[config.mk]
export PLATFORM = sky130hd
export DESIGN_NAME = pfd_abp
export DESIGN_NICKNAME = d
export VERILOG_FILES = /design/src/rtl/pfd_pkg.sv /design/src/rtl/pfd_edge_sync.sv /design/src/rtl/pfd_flag.sv /design/src/rtl/pfd_abp_timer.sv /design/src/rtl/pfd_abp.sv
export SDC_FILE = /design/constraint.sdc
export NUM_CORES = 1
export LEC_CHECK = 0
export BUFFER_PORTS_ARGS = -buffer_cell sky130_fd_sc_hd__buf_2
export CAP_MARGIN = 40
export CORE_AREA = 3 3 40 42
export CTS_CLUSTER_DIAMETER = 80
export CTS_CLUSTER_SIZE = 14
export DETAILED_ROUTE_END_ITERATION = 7
export DIE_AREA = 0 0 43 45
export HOLD_SLACK_MARGIN = 0.08
export PLACE_DENSITY = 0.59
export SLEW_MARGIN = 20
export SYNTH_ARGS = -nofsm -noshare
export SYNTH_HDL_FRONTEND = slang
export SYNTH_SLANG_ARGS = --single-unit
[constraint.sdc]
create_clock -name clk -period 3.3 [get_ports clk]
set_input_delay 0 -clock clk [delete_from_list [all_inputs] [get_ports clk]]
set_output_delay 0 -clock clk [all_outputs]
set_load 0.02 [all_outputs]
[src/rtl/pfd_pkg.sv]
// Package: shared types for the phase-frequency detector.
// Assumes: net command is a 2-bit two's complement value.
package pfd_pkg;

    // Net pump command encodings
    typedef enum logic [1:0] {
        NET_ZERO = 2'b00,
        NET_PUMP_UP = 2'b01,
        NET_PUMP_DN = 2'b11
    } net_cmd_t;

    // Number of detector channels (reference and feedback)
    localparam int NUM_CH = 2;
    localparam int CH_REF = 0;
    localparam int CH_FB = 1;

endpackage

[src/rtl/pfd_edge_sync.sv]
// Module: pfd_edge_sync
// Brings an asynchronous divided clock into the sampling domain through a
// chain of SYNC_STAGES flops and emits a one-cycle pulse on each 0-to-1
// transition seen at the chain output.
// Assumes: the input stays stable for at least one sampling period per level.
module pfd_edge_sync #(
    parameter int SYNC_STAGES = 2
) (
    input  logic clk,
    input  logic rst_n,
    input  logic async_i,
    output logic rise_o
);

    localparam int CHAIN_W = SYNC_STAGES + 1;

    logic [CHAIN_W-1:0] chain_q;

    // Shift the input through the synchronizer plus one history flop
    always_ff @(posedge clk) begin
        if (!rst_n) begin
            chain_q <= '0;
        end else begin
            chain_q <= {chain_q[CHAIN_W-2:0], async_i};
        end
    end

    // Rising edge: newest synchronized sample is 1, previous one is 0
    always_comb begin
        rise_o = chain_q[SYNC_STAGES-1] & ~chain_q[SYNC_STAGES];
    end


    edge_pulse_chk: assert property (@(posedge clk) disable iff (!rst_n)
        rise_o |=> !rise_o);

endmodule

[src/rtl/pfd_flag.sv]
// Module: pfd_flag
// One request flag of the detector, with data tied high. A detected edge sets
// it, and the shared clear drops it. An edge that arrives while both flags
// are high is remembered and re-sets the flag on the clearing edge.
// Assumes: clear_i is only asserted while both flags are high.
module pfd_flag (
    input  logic clk,
    input  logic rst_n,
    input  logic pwr_dn,
    input  logic edge_i,
    input  logic both_i,
    input  logic clear_i,
    output logic q_o
);

    logic q_q;
    logic pend_q;

    // Set on edge, clear on overlap end, re-latch any held edge
    always_ff @(posedge clk) begin
        if (!rst_n || pwr_dn) begin
            q_q    <= 1'b0;
            pend_q <= 1'b0;
        end else if (clear_i) begin
            q_q    <= edge_i | pend_q;
            pend_q <= 1'b0;
        end else begin
            q_q    <= q_q | edge_i;
            pend_q <= pend_q | (edge_i & both_i);
        end
    end

    assign q_o = q_q;


    pd_quiet_chk: assert property (@(posedge clk) disable iff (!rst_n)
        pwr_dn |=> !q_o);

endmodule

[src/rtl/pfd_abp_timer.sv]
// Module: pfd_abp_timer
// Counts the cycles during which both requests are high and raises the clear
// when the overlap selected by sel_i has elapsed.
// Assumes: every overlap width parameter is at least 1.
module pfd_abp_timer #(
    parameter int OVL_C0 = 2,
    parameter int OVL_C1 = 1,
    parameter int OVL_C2 = 4,
    parameter int OVL_C3 = 2
) (
    input  logic       clk,
    input  logic       rst_n,
    input  logic       pwr_dn,
    input  logic [1:0] sel_i,
    input  logic       both_i,
    output logic       clear_o
);

    localparam int MAX_A = (OVL_C0 > OVL_C1) ? OVL_C0 : OVL_C1;
    localparam int MAX_B = (OVL_C2 > OVL_C3) ? OVL_C2 : OVL_C3;
    localparam int WMAX  = (MAX_A > MAX_B) ? MAX_A : MAX_B;
    localparam int CNT_W = (WMAX <= 2) ? 1 : $clog2(WMAX);

    logic [CNT_W-1:0] cnt_q;
    logic [CNT_W-1:0] last_cnt;

    // Translate the select code into the final count of the overlap
    always_comb begin
        unique case (sel_i)
            2'b00:   last_cnt = CNT_W'(OVL_C0 - 1);
            2'b01:   last_cnt = CNT_W'(OVL_C1 - 1);
            2'b10:   last_cnt = CNT_W'(OVL_C2 - 1);
            default: last_cnt = CNT_W'(OVL_C3 - 1);
        endcase
    end

    // Clear when the overlap count reaches (or passed) the selected end
    always_comb begin
        clear_o = both_i && !pwr_dn && (cnt_q >= last_cnt);
    end

    // Count overlap cycles, restarting whenever the overlap ends
    always_ff @(posedge clk) begin
        if (!rst_n || pwr_dn || !both_i || clear_o) begin
            cnt_q <= '0;
        end else begin
            cnt_q <= cnt_q + 1'b1;
        end
    end


    overlap_start_chk: assert property (@(posedge clk) disable iff (!rst_n)
        $rose(both_i) |-> (cnt_q == '0));

endmodule

[src/rtl/pfd_abp.sv]
// Module: pfd_abp (top)
// Oversampled phase-frequency detector. The reference edge sets up and the
// feedback edge sets dn. Once both are set, a programmable overlap timer
// clears them together, so short equal pulses appear in lock.
// Assumes: ref_in and fb_in are asynchronous divided clocks much slower
// than clk.
module pfd_abp #(
    parameter int SYNC_STAGES = 2,
    parameter int OVL_C0 = 2,
    parameter int OVL_C1 = 1,
    parameter int OVL_C2 = 4,
    parameter int OVL_C3 = 2
) (
    input  logic       clk,
    input  logic       rst_n,
    input  logic       pwr_dn,
    input  logic [1:0] abp_sel,
    input  logic       ref_in,
    input  logic       fb_in,
    output logic       up,
    output logic       dn,
    output logic [1:0] net_o
);

    import pfd_pkg::*;

    logic [NUM_CH-1:0] raw_in;
    logic [NUM_CH-1:0] rise;
    logic [NUM_CH-1:0] flag_q;
    logic              both;
    logic              clear;
    net_cmd_t          net_cmd;

    assign raw_in[CH_REF] = ref_in;
    assign raw_in[CH_FB]  = fb_in;

    // One synchronizer and one request flag per channel
    for (genvar ch = 0; ch < NUM_CH; ch++) begin : g_ch
        pfd_edge_sync #(
            .SYNC_STAGES(SYNC_STAGES)
        ) u_sync (
            .clk    (clk),
            .rst_n  (rst_n),
            .async_i(raw_in[ch]),
            .rise_o (rise[ch])
        );

        pfd_flag u_flag (
            .clk    (clk),
            .rst_n  (rst_n),
            .pwr_dn (pwr_dn),
            .edge_i (rise[ch]),
            .both_i (both),
            .clear_i(clear),
            .q_o    (flag_q[ch])
        );
    end

    // Overlap detection feeding the delayed clear
    assign both = flag_q[CH_REF] & flag_q[CH_FB];

    pfd_abp_timer #(
        .OVL_C0(OVL_C0),
        .OVL_C1(OVL_C1),
        .OVL_C2(OVL_C2),
        .OVL_C3(OVL_C3)
    ) u_timer (
        .clk    (clk),
        .rst_n  (rst_n),
        .pwr_dn (pwr_dn),
        .sel_i  (abp_sel),
        .both_i (both),
        .clear_o(clear)
    );

    // Net pump command from the two requests
    always_comb begin
        unique case (flag_q)
            2'b01:   net_cmd = NET_PUMP_UP;
            2'b10:   net_cmd = NET_PUMP_DN;
            default: net_cmd = NET_ZERO;
        endcase
    end

    assign up    = flag_q[CH_REF];
    assign dn    = flag_q[CH_FB];
    assign net_o = net_cmd;


    up_fall_pair_chk: assert property (@(posedge clk) disable iff (!rst_n)
        ($fell(up) && !$past(pwr_dn)) |-> $past(dn));


    dn_fall_pair_chk: assert property (@(posedge clk) disable iff (!rst_n)
        ($fell(dn) && !$past(pwr_dn)) |-> $past(up));

endmodule

==> results.md, run 1 <==
* Total power divided by cell area at 434.6 mW/mm2
* Gate count of the mapped netlist at 48
* Number of CTS-inserted buffers at 3
* Run status: completed
* Worst setup skew after layout at about 0.4 ps
* Unrepaired setup endpoints after global routing: false
* Hold Vio Cnt, Final at 0
* Hold path depth at 4
* Count of routing violations after the opening detailed-route iteration at 3
* Clock network latency to the later pin of the worst-skew pair at 270 ps
* Critical Path Sink Type: register
* Final Worst Setup Slack at 1630 ps
* Number of warnings printed during yosys synthesis at 0
* Antenna violations before repair at 0
* Minimum period implied by the final worst setup slack at 1670 ps
* Leak Pwr at roughly 0.00028 uW
* Total number of nets in the final design at a little under 80
* Net Count, Synth at 59
* Ratio of cells with drive above 1 in the final layout at 0.2879
* Worst R2R Path Depth at 5
* H-tree depth at 1
* Number of inserted diodes at 0
* Half-perimeter wire length after detailed placement at 575.1 um
* Cell Area, Synth at 524.3 um2
* Worst path required time at 3490 ps
* Cell at the root of the clock tree: sky130_fd_sc_hd__clkbuf_4
* Max-capacitance violation count at 0
* Area of the die at 0.001935 mm2
* Worst slew pin tran at 297.4 ps
* Total global-route track usage at 0.1061
* Total via count after detailed routing at 379
* Number of pins exceeding their max-slew limit in the final report at 0
* Proportion of synthesized chip area in sequential cells at 0.4582
* Rows at 13
* Number of global-route vias before repair at 372
* Post-route setup TNS at 0 ps
* Total iterations of the first detailed-routing run at 3
* TritonCTS sink count at 12
* Height of the die at 45 um
* Main area contributors after synthesis: sky130_fd_sc_hd__dfxtp_1 (46%), sky130_fd_sc_hd__ha_1 (9.5%), sky130_fd_sc_hd__and2_1 (7.2%)
* Area share of the leading cell type in the synthesized netlist at 0.4582
* Detailed-route wire length per cell at 9.778 um
* Core area at 0.001285 mm2
* Count of nets left with antenna violations after detail routing at 0
* Clock input transition at the sequential cells of the worst setup and hold paths at 80 ps
* Library cell occupying the most area in the post-synthesis netlist: sky130_fd_sc_hd__dfxtp_1
* Global-route wire length before repair at around 1500 um
* Type of the tightest min-delay check: in2reg
* DR vias/cell at approximately 4.7
* Buffers added on ports at 10
* Startpoint Class: register
* Arrival time at the worst endpoint at approximately 1900 ps
* Critical setup path kind: reg2reg
* Sum of overflow across all layers after global routing at 0
* Effective utilization at floorplan at 0.4080
* Number of remaining DRC errors at 0
* Horizontal extent of the die at 43 um
* Area growth from synthesis to final layout at 27.45%
* CTS tree: yes
* IO Count at 11
* Highest-count cells in the layout ignoring fill and taps: sky130_fd_sc_hd__dfxtp_1 (12), sky130_fd_sc_hd__buf_2 (10), sky130_fd_sc_hd__and2_1 (6)
* Count of unique library cells instantiated by Yosys at 18
* Most common cell after layout, fill and taps aside: sky130_fd_sc_hd__dfxtp_1
* Maximum number of buffers from clock root to sink at 2
* Final weighted congestion of routability-driven global placement at 0.6667
* Pin count of the biggest net entering global routing at 8
* Final wirelength at 792 um
* Worst slew margin at 0.8018
* Avg Synthesized Cell Area at 10.92 um2
* Seq cells post-synth at 12
* Pre-CTS setup slack at 1644 ps
* VDD IR max at 0.0002369 V
* Number of failing setup endpoints in the final timing report at 0
* Maximum net fanout on the critical path at 6
* Share of the cycle needed by the critical path after routing at 0.5060
* Maximum achievable frequency at 598.9 MHz
[flip-flops by register name (all words and copies together) (netlist names)]
| name | cells |
|---|---|
| g_ch.u_flag.pend_q | 2 |
| g_ch.u_flag.q_o | 2 |
| g_ch.u_sync.chain_q | 6 |
| u_timer.cnt_q | 2 |
[final timing paths]
kind                                  start                        end  slack (ps)
setup / recovery           u_timer.cnt_q[0]           u_timer.cnt_q[1]        1630
hold / removal                       pwr_dn         g_ch[0].u_flag.q_o         190
setup reg to reg           u_timer.cnt_q[0]           u_timer.cnt_q[1]        1630
hold reg to reg   g_ch[0].u_sync.chain_q[0]  g_ch[0].u_sync.chain_q[1]         440
[cell usage after synthesis, drive strengths merged]
master / count
xnor2: 1
or3b: 1
nor2: 2
or2: 1
a311oi: 2
nand2b: 3
nor2b: 3
and3: 1
buf: 1
a211oi: 2
and2: 6
ha: 4
nor4b: 2
inv: 3
dfxtp: 12
nor3: 2
a21oi: 2
[critical path, stage by stage (launching register included)]
cell	delay (ps)
sky130_fd_sc_hd__dfxtp_1	380
sky130_fd_sc_hd__inv_1	60
sky130_fd_sc_hd__ha_1	280
sky130_fd_sc_hd__or3b_4	410
sky130_fd_sc_hd__and3_4	210
sky130_fd_sc_hd__nor4b_4	250
[per-stage QoR]
step	std cells	hold WS [ps]	area, um2	utilization	total power [uW]
5_1_grt	81	200.4	668.1	0.5200	305.4
3_3_place_gp	72	206.0	581.8	0.4528	172.7
3_5_place_dp	72	210.3	581.8	0.4528	172.7
6_report	81	191.7	668.1	0.5200	290.4
2_1_floorplan	48	121.7	524.3	-	165.3
4_1_cts	81	192.5	668.1	0.5200	296.0
[area by class of cell]
class	instances	area, um2
fill	119	616.8
multi-input combinational	32	261.5
sequential	12	240.2
timing repair buffer	15	100.1
clock buffer	4	36.28
tap	15	18.77
inverter	3	11.26
[power by group]
part | switching [uW] | internal, uW
registers | 1.24 | 148
clock network | 49.8 | 67.1
logic | 10.5 | 13.7
[cell families (layout without fill, tap and decap cells)]
group	after synthesis	in the layout	synth area share
adders and majority gates	4	4	0.09547
xor gates and xnor gates	1	1	0.01671
AOI/OAI and AO/OA	6	6	0.08114
DFF	12	12	0.4582
buffers and inverters	4	22	0.04296
and+or+nand+nor	21	21	0.3055
[per-layer routing]
metal	up-vias	GRT usage	share of wire
li1	203	-	-
met3	4	0.03586	0.039
met2	10	0.1617	0.41
met4	0	0.1084	0.035
met5	-	0	0
met1	162	0.1119	0.51
[timing repair]
action / 4_1_cts / 5_1_grt
buffers inserted: 0 / 0
gates resized for setup: 0 / 0
hold buffers: 5 / 0
hold endpoints to repair: 6 / 0
Note: power is estimated with default switching activity, not from simulation.
==> run 2: changes to the inputs <==
--- a/config.mk
+++ b/config.mk
@@ -13,7 +13,7 @@
 export DETAILED_ROUTE_END_ITERATION = 7
 export DIE_AREA = 0 0 43 45
 export HOLD_SLACK_MARGIN = 0.08
-export PLACE_DENSITY = 0.59
+export PLACE_DENSITY = 0.61
 export SLEW_MARGIN = 20
 export SYNTH_ARGS = -nofsm -noshare
 export SYNTH_HDL_FRONTEND = slang
==> constraint.sdc (replaced) <==
create_clock -name clk -period 1.46 [get_ports clk]
set_input_delay 0 -clock clk [delete_from_list [all_inputs] [get_ports clk]]
set_output_delay 0 -clock clk [all_outputs]
set_load 0.02 [all_outputs]
==> results.md, run 2 (synthesized netlist as in run 1, its figures left out) <==
* Run status: finished, violations left
* Violated checks: negative setup slack
* Cell area after placement at 598.1 um2 (+2.8%)
* Worst setup skew after layout at 2.966 ps (+2.568 ps)
* Sum of overflow across all layers after global routing at 0 (unchanged)
* Maximum number of buffers from clock root to sink at 2 (unchanged)
* Post-route setup TNS at -29.95 ps (-29.95 ps)
* Core area at 0.001285 mm2 (unchanged)
* Number of inserted diodes at 0 (unchanged)
* Final weighted congestion of routability-driven global placement at 0.7025 (+5.4%)
* Number of CTS-inserted buffers at 3 (unchanged)
* Post-route worst hold slack at 232.4 ps (+40.74 ps)
* Total number of nets in the final design at 81 (+3.8%)
* Worst slew margin at 0.7665 (-0.03526)
* Hold Vio Cnt, Final at 0 (unchanged)
* Detailed-route wire length per cell at 11.27 um (+15%)
* CTS tree: yes
* Global-route wire length before repair at 1718 um (+18%)
* Critical Path Sink Type: register
* Met3 usage at 0.03586 (unchanged)
* Share of the cycle needed by the critical path after routing at 1.021 (+0.5145)
* H-tree depth at 1 (unchanged)
* Effective utilization at floorplan at 0.4080 (unchanged)
* Count of routing violations after the opening detailed-route iteration at 1 (-2)
* Horizontal extent of the die at 43 um (unchanged)
* Height of the die at 45 um (unchanged)
* Total power divided by cell area at 914.3 mW/mm2 (+110%)
* Maximum net fanout on the critical path at 6 (unchanged)
* Minimum period implied by the final worst setup slack at 1490 ps (-179.7 ps)
* Total global-route track usage at 0.1265 (+0.02037)
* VDD IR max at 0.0005247 V (+120%)
* Rows at 13 (unchanged)
* Final standard cell utilization of the core at 0.5589 (+0.03895)
* Final-layout fill cell count at 116 (-2.5%)
* Ratio of cells with drive above 1 in the final layout at 0.3768 (+0.08893)
* Type of the tightest min-delay check: in2reg
* Arrival time at the worst endpoint at 1670 ps (-190 ps)
* Busiest metal layer after global routing: met2
* Startpoint Class: register
* DR vias/cell at 4.774 (+2.0%)
* Clock input transition at the sequential cells of the worst setup and hold paths at 70 ps (about the same)
* Critical setup path kind: reg2reg
* Buffers added on ports at 10 (unchanged)
* Area used by multi-input combinational logic at 287.8 um2 (+10%)
* Worst slew pin tran at 350.3 ps (+52.88 ps)
* Worst path required time at 1640 ps (-1850 ps)
* Sequential Area at 241.5 um2 (+0.52%)
* Total iterations of the first detailed-routing run at 2 (-1)
* Total via count after detailed routing at 401 (+5.8%)
* Highest-count cells in the layout ignoring fill and taps: sky130_fd_sc_hd__dfxtp_1 (11), sky130_fd_sc_hd__buf_2 (10), sky130_fd_sc_hd__and2_1 (6)
* Most flop-heavy register: g_ch.u_sync.chain_q
* IO Count at 11 (unchanged)
* Count of nets left with antenna violations after detail routing at 0 (unchanged)
* Number of failing setup endpoints in the final timing report at 1 (+1)
* Antenna violations before repair at 0 (unchanged)
* Cell at the root of the clock tree: sky130_fd_sc_hd__clkbuf_4
* Clock network latency to the later pin of the worst-skew pair at 270 ps (about the same)
* Pin count of the biggest net entering global routing at 8 (unchanged)
* Max-capacitance violation count at 0 (unchanged)
* Half-perimeter wire length after detailed placement at 660.8 um (+15%)
* Leak Pwr at 0.0003020 uW (+6.2%)
* Met1 capacity usage during global routing at 0.1495 (+0.03759)
* Met2 usage in global routing at 0.1976 (+0.03593)
* Area growth from synthesis to final layout at 36.99%
* Number of pins exceeding their max-slew limit in the final report at 0 (unchanged)
* Final wirelength at 947 um (+20%)
* Maximum achievable frequency at 671.2 MHz (+12%)
* Largest register FFs at 6 (unchanged)
* Area of the die at 0.001935 mm2 (unchanged)
* Most common cell after layout, fill and taps aside: sky130_fd_sc_hd__dfxtp_1
* Final Power at 656.7 uW (+130%)
* Number of global-route vias before repair at 388 (+4.3%)
* Final Worst Setup Slack at -29.95 ps (-1660 ps)
* Number of remaining DRC errors at 0 (unchanged)
* Unrepaired setup endpoints after global routing: true
* TritonCTS sink count at 12 (unchanged)
* Summed area of non-filler cells in the final layout at 718.2 um2 (+7.5%)
-- run 2: metal layers --
layer | wire length [um] | up-vias
met5 | 0 | -
met4 | 27 | 0
met3 | 37 | 5
met2 | 444 | 11
met1 | 437 | 180
li1 | - | 205
-- run 2: what timing repair did --
item	in CTS	in global routing
buffers inserted	1	0
pin swaps	2	1
resized for setup	4	1
hold buffers	5	0
setup endpoints to repair	6	6
hold endpoints to repair	6	0
gates cloned	0	0
-- run 2: worst paths after layout --
check	cells after the start	slack [ps]	start	endpoint
worst min register to register	1	440	g_ch[0].u_sync.chain_q[0]	g_ch[0].u_sync.chain_q[1]
worst min-delay path	3	230	pwr_dn	u_timer.cnt_q[0]
worst max register to register	5	-30	u_timer.cnt_q[0]	u_timer.cnt_q[0]
worst max-delay path	5	-30	u_timer.cnt_q[0]	u_timer.cnt_q[0]
-- run 2: area by class of cell --
class	count	share of cell area
Clock buffer	4	0.05052
Inverter	3	0.01568
Multi-Input combinational cell	32	0.4007
Sequential cell	12	0.3362
Tap cell	15	0.02613
Timing Repair Buffer	18	0.1707
-- run 2: where the power goes --
group | switching [uW] | total [uW] | internal [uW] | leakage, uW
clock network | 108 | 259 | 151 | 0.0000210
registers | 2.72 | 338 | 335 | 0.0000983
logic | 26.7 | 59.7 | 33.0 | 0.000183
total | 137 | 657 | 519 | 0.000302
-- run 2: critical path, cell delays in order (launching register included) --
cell	delay, ps
sky130_fd_sc_hd__dfxtp_2	330
sky130_fd_sc_hd__inv_2	40
sky130_fd_sc_hd__ha_4	190
sky130_fd_sc_hd__or3b_4	380
sky130_fd_sc_hd__and3_4	210
sky130_fd_sc_hd__nor4b_4	240
-- run 2: metrics by stage --
| stage | worst slack, ps | cells |
|---|---|---|
| after floorplan | -146.0 | 48 |
| after global placement | -47.76 | 74 |
| after detailed placement | -103.0 | 74 |
| after CTS | -56.30 | 84 |
| after global routing | -82.49 | 84 |
| final | -29.95 | 84 |
